===== src/rtl/pkt_ack_seq.sv =====
module pkt_ack_seq #(
  parameter int CW = 16
) (
  input  logic          clk,
  input  logic          rst,
  input  logic          bus_idle,
  input  logic          host_mode,
  input  logic          byte_strobe,
  input  logic          data_byte,
  input  logic [CW-1:0] pkt_size,
  input  logic          pec_en,
  input  logic [1:0]    ack_ctl,
  input  logic [1:0]    eop_ctl,
  input  logic          ext_pkt_en,
  input  logic          sw_ack_bit,
  input  logic          crc_is_zero,
  input  logic          far_nack,
  input  logic          nack_as_ack,
  output logic          ack_bit,
  output logic          far_ack,
  output logic          eop_pulse,
  output logic [CW-1:0] bytes_left
);

  localparam logic [CW-1:0] ONE = CW'(1);

  logic [CW-1:0] cnt;
  logic          pec_left;
  logic          fired;

  wire cnt_zero = (cnt == '0);
  wire cnt_one  = (cnt == ONE);
  wire eop_on   = (eop_ctl == 2'b01) || (eop_ctl == 2'b10);
  wire pec_end  = (eop_ctl == 2'b10) && pec_left;

  wire hit = eop_on && (pec_end ? (data_byte && cnt_zero)
                                : (data_byte ? cnt_one : (cnt_zero && !fired)));

  wire pec_byte = data_byte && cnt_zero && pec_left;
  wire beyond   = data_byte && cnt_zero && !pec_left;
  wire last_one = pec_left ? pec_byte : (data_byte && cnt_one);

  always_comb begin
    unique case (ack_ctl)
      2'b00:   ack_bit = sw_ack_bit;
      2'b01:   ack_bit = beyond ? sw_ack_bit : 1'b1;
      2'b10:   ack_bit = beyond ? sw_ack_bit : !last_one;
      default: ack_bit = beyond ? sw_ack_bit
                       : (pec_byte ? (!host_mode && crc_is_zero) : 1'b1);
    endcase
  end

  assign far_ack    = !far_nack || (host_mode && nack_as_ack);
  assign bytes_left = cnt;

  always_ff @(posedge clk) begin
    if (rst) begin
      cnt       <= ONE;
      pec_left  <= 1'b0;
      fired     <= 1'b0;
      eop_pulse <= 1'b0;
    end else begin
      eop_pulse <= byte_strobe && !bus_idle && hit;
      if (bus_idle) begin
        cnt      <= pkt_size;
        pec_left <= pec_en;
        fired    <= 1'b0;
      end else if (byte_strobe) begin
        if (hit && ext_pkt_en) begin
          cnt      <= pkt_size;
          pec_left <= pec_en;
          fired    <= 1'b0;
        end else begin
          if (data_byte) begin
            if (!cnt_zero) cnt <= cnt - ONE;
            else           pec_left <= 1'b0;
          end
          if (hit) fired <= 1'b1;
        end
      end
    end
  end

endmodule



===== config.mk =====
export PLATFORM = sky130hd
export DESIGN_NAME = pkt_ack_seq
export DESIGN_NICKNAME = d
export VERILOG_FILES = /design/src/rtl/pkt_ack_seq.sv
export SDC_FILE = /design/constraint.sdc
export NUM_CORES = 1
export LEC_CHECK = 0
export BUFFER_PORTS_ARGS = -buffer_cell sky130_fd_sc_hd__buf_2
export CORE_MARGIN = 5
export CORE_UTILIZATION = 45
export DETAILED_ROUTE_END_ITERATION = 10
export PLACE_DENSITY = 0.74
export REMOVE_ABC_BUFFERS = 1
export SLEW_MARGIN = 20
export SYNTH_ARGS = -nofsm -noshare
export SYNTH_HDL_FRONTEND = slang
export SYNTH_SLANG_ARGS = --single-unit

===== constraint.sdc =====
create_clock -name clk -period 2.95 [get_ports clk]
set_input_delay 0.7375 -clock clk [delete_from_list [all_inputs] [get_ports clk]]
set_output_delay 0.7375 -clock clk [all_outputs]
set_load 0.1 [all_outputs]

==> impl_metrics.yaml <==
floorplanning:
  pin_count: 51
  core-area_sq_um: 2810
  num_rows: 19
  initial_core_utilization_pct: 47.8
  die_width_um: 64.6
  floorplan.die_area_sq_um: 4170
  die_height_um: 64.6
cts:
  clock_sink_count: 19
  cts_made_buffers: 3
  root_buffer: "sky130_fd_sc_hd__clkbuf_4"
  cts-root-to-sink-buffers: 2
  cts-hold-fix-buffers: 0
  ctsResizeCount: 0
  tritoncts: "done"
  clk_pin_slew_ns: 0.11
  postCtsSetupBuffers: 0
  clock_latency_ns: 0.30
  h_tree_depth: 1
sta:
  worst-slew-pin-transition_ns: 0.591
  setup_slack_ns: 0.134
  timing.hold.ws_ns: 0.450
  grt_setup_unrepaired: "false"
  max-slew-margin-rel_pct: 60.3
  max_freq_ghz: 0.355
  final.setup_skew_ns: 0.00456
  min_period_ns: 2.82
  report.final.setup_viol: 0
  layout_worst_path_cycle_share_pct: 95.5
  drv_slew: 0
  finalHoldViolCount: 0
yosys:
  ys_types: 43
  number_of_flops_mapped_to_enable_cells_by_yosys: 0
  synth_top_flop_cell: "sky130_fd_sc_hd__dfxtp_1"
  yosysTopAreaCellShare_pct: 28.4
  async_reset_ff_share_pct: 0
  synth-seq-area-share_pct: 28.4
  number_of_warnings_issued_by_yosys: 0
  mappedNetlistArea_sq_um: 1340
  synth_top_cells_by_area: "sky130_fd_sc_hd__dfxtp_1, sky130_fd_sc_hd__mux2i_1, sky130_fd_sc_hd__o22ai_1, sky130_fd_sc_hd__nand2_1, sky130_fd_sc_hd__ha_1"
  largest_area_contributor_in_the_synthesized_netlist: "sky130_fd_sc_hd__dfxtp_1"
  postSynthCellCount: 164
  yosys_reg_bits: 19
  post_synth.cell_area_avg_sq_um: 8.17
critical_path:
  timing.critical_path.arrival_ns: 2.08
  worst_r2r_path_depth: 7
  criticalPathCategory: "reg -> out"
  crit_path_cell_trace: "nor4_1 -> and4_1 -> buf_4 -> a31oi_1 -> clkbuf_4"
  crit-reg2reg-capture: "bytes_left[9]$_SDFFE_PP0P_"
  cpLargestDelayFamily: "simple AND/OR/NAND/NOR gates"
  critical_path_peak_fanout: 8
  reg2reg_from: "bytes_left[1]$_SDFFE_PP0P_"
  worstSetupStartpointType: "flip-flop"
  critical_path_cell_with_the_highest_stage_delay: "sky130_fd_sc_hd__nor4_1"
  critical_path.max_stage_delay_ns: 0.53
  endpoint_kind: "output port"
  rrSetupSlack_ns: 0.50
  required_ns: 2.21
  worst-path-buf-inv: 2
global_routing:
  residual_overflow_from_global_routing: 0
  first_global_vias: 1339
  grt_use_met1_pct: 22.8
  antenna_violations_before_repair: 0
  gr-max-usage-layer: "met2"
  global_route.usage.met2_pct: 30.0
  grtUsageTotal_pct: 18.0
  grt_first_pass_wirelength_mm: 6.13
  gr-usage-met3_pct: 5.01
  grt_start_max_net_pins: 17
cells_and_area:
  finalNetCount: 250
  design_area_sq_um: 1620
  num_antenna_cells: 0
  area_growth_pct: 21.1
  drive_above_1_share_pct: 27.2
routing:
  vias: 1477
  post_route_ant_nets: 0
  finalWirelength_mm: 3.79
  drt-wirelength-per-cell_um: 15.5
  route.detailed.drc: 0
  detailedRoute.firstPassIterationCount: 4
  drt_first_iter_violations: 88
  vias_per_cell: 6.05
place:
  dp_worst_setup_slack_ns: 0.378
  numPortBuffers: 50
  routability_congestion_estimate: 0.883
  post_dp_cell_area_sq_um: 1590
  dpl.hpwl_mm: 2.91
power:
  leakage_nw: 0.741
  fin_total_pwr_mw: 0.784
  worst_ir_drop_on_vdd_mv: 0.267
  power.density_nw_per_um2: 483
min_path:
  worst_hold_path.endpoint: "fired$_SDFFE_PP0P_"
  min_path_cells: 2
  timing.hold.worst.start: "fired$_SDFFE_PP0P_"
  hold_path.class: "reg -> reg"
outcome:
  status: "finished clean"
flow_run:
  timing.max_cap.violations: 0
## final cells by class
class                           count  area [sq um]
Timing Repair Buffer               52           268
Fill cell                         259          1180
Inverter                            8          30.0
Sequential cell                    19           382
Tap cell                           31          38.8
Clock buffer                        4          26.3
Multi-Input combinational cell    130           878
## kinds of logic (layout without fill, tap and decap cells)
kind of cell,Yosys count,after routing,share of synthesized area [%]
AND/OR/NAND/NOR,62,62,24.9
AO/OA/AOI/OAI,50,50,26.4
flip-flops,19,19,28.4
buffers and inverters,15,64,6.07
multiplexers,14,14,10.5
adder cells (fa/ha/maj),4,4,3.73
## stage by stage
step                utilization [%]  std cells  setup TNS [ns]
floorplan                         -        157           -2.00
global placement               56.8        240               0
detailed placement             56.8        240               0
CTS                            57.7        244               0
global route                   57.9        244               0
finish                         57.9        244               0
## routing by layer
| metal | up-vias | routed length (um) |
|---|---|---|
| li1 | 734 | - |
| met1 | 673 | 1670 |
| met2 | 65 | 1760 |
| met3 | 5 | 315 |
| met4 | 0 | 38 |
| met5 | - | 0 |
## sequential cells by signal (all words and copies together), names as in the netlist
signal	count
bytes_left	16
eop_pulse	1
fired	1
pec_left	1
## how the worst max path moves through the flow
stage | start | endpoint | slack [ns] | cells after the start
2_1_floorplan | bytes_left[0]$_SDFFE_PP1P_ | ack_bit | -1.25 | 6
3_3_place_gp | bytes_left[0]$_SDFFE_PP1P_ | ack_bit | 0.40 | 7
3_5_place_dp | bytes_left[0]$_SDFFE_PP1P_ | ack_bit | 0.38 | 7
4_1_cts | bytes_left[0]$_SDFFE_PP1P_ | ack_bit | 0.03 | 7
5_1_grt | bytes_left[1]$_SDFFE_PP0P_ | ack_bit | 0.03 | 7
6_report | bytes_left[10]$_SDFFE_PP0P_ | ack_bit | 0.13 | 5
## tightest hold or removal path: cells and delay by family, from the launching register on
kind                   cells  cell delay [ns]
AO/OA/AOI/OAI              1             0.05
buffers and inverters      1             0.05
flip-flops                 1             0.32
## synth_stat cells (2+ instances only)
cell type                  number
sky130_fd_sc_hd__o22ai_1       10
sky130_fd_sc_hd__nor2_1        13
sky130_fd_sc_hd__buf_2          2
sky130_fd_sc_hd__dfxtp_1       19
sky130_fd_sc_hd__inv_1          8
sky130_fd_sc_hd__ha_1           4
sky130_fd_sc_hd__a21oi_1        6
sky130_fd_sc_hd__o21ai_0        5
sky130_fd_sc_hd__nor4_1         6
sky130_fd_sc_hd__and4_1         2
sky130_fd_sc_hd__nand3b_1       2
sky130_fd_sc_hd__a22oi_1        2
sky130_fd_sc_hd__a21boi_0       3
sky130_fd_sc_hd__nand4_1        2
sky130_fd_sc_hd__o41ai_1        4
sky130_fd_sc_hd__nand3_1        5
sky130_fd_sc_hd__nand2b_1       2
sky130_fd_sc_hd__buf_6          3
sky130_fd_sc_hd__nor3_1         6
sky130_fd_sc_hd__nor2b_1        2
sky130_fd_sc_hd__o311ai_0       4
sky130_fd_sc_hd__o21ai_1        5
sky130_fd_sc_hd__mux2i_1       14
sky130_fd_sc_hd__nand2_1       16
## power by group
group          total (mW)  internal (mW)  switching (mW)  leakage (nW)
Sequential          0.300          0.274          0.0254         0.156
Clock               0.135         0.0527          0.0823        0.0150
Combinational       0.349         0.0936           0.256         0.571
Total               0.784          0.421           0.363         0.741
## layout by cell type (no fill, tap or decap), types with 2 or more instances in the layout
master / count
sky130_fd_sc_hd__and4_1: 2
sky130_fd_sc_hd__nand3_1: 5
sky130_fd_sc_hd__ha_1: 4
sky130_fd_sc_hd__dfxtp_1: 18
sky130_fd_sc_hd__nor2_1: 13
sky130_fd_sc_hd__o21ai_1: 5
sky130_fd_sc_hd__buf_4: 2
sky130_fd_sc_hd__o41ai_1: 4
sky130_fd_sc_hd__mux2i_1: 14
sky130_fd_sc_hd__buf_2: 49
sky130_fd_sc_hd__nand4_1: 2
sky130_fd_sc_hd__a21boi_0: 3
sky130_fd_sc_hd__o311ai_0: 4
sky130_fd_sc_hd__nor3_1: 6
sky130_fd_sc_hd__nor2b_1: 2
sky130_fd_sc_hd__inv_1: 8
sky130_fd_sc_hd__o21ai_0: 5
sky130_fd_sc_hd__nand2b_1: 2
sky130_fd_sc_hd__nand2_1: 16
sky130_fd_sc_hd__nand3b_1: 2
sky130_fd_sc_hd__clkbuf_4: 4
sky130_fd_sc_hd__a22oi_1: 2
sky130_fd_sc_hd__nor4_1: 6
sky130_fd_sc_hd__a21oi_1: 6
sky130_fd_sc_hd__o22ai_1: 10
(Power assumes the default switching activity.)
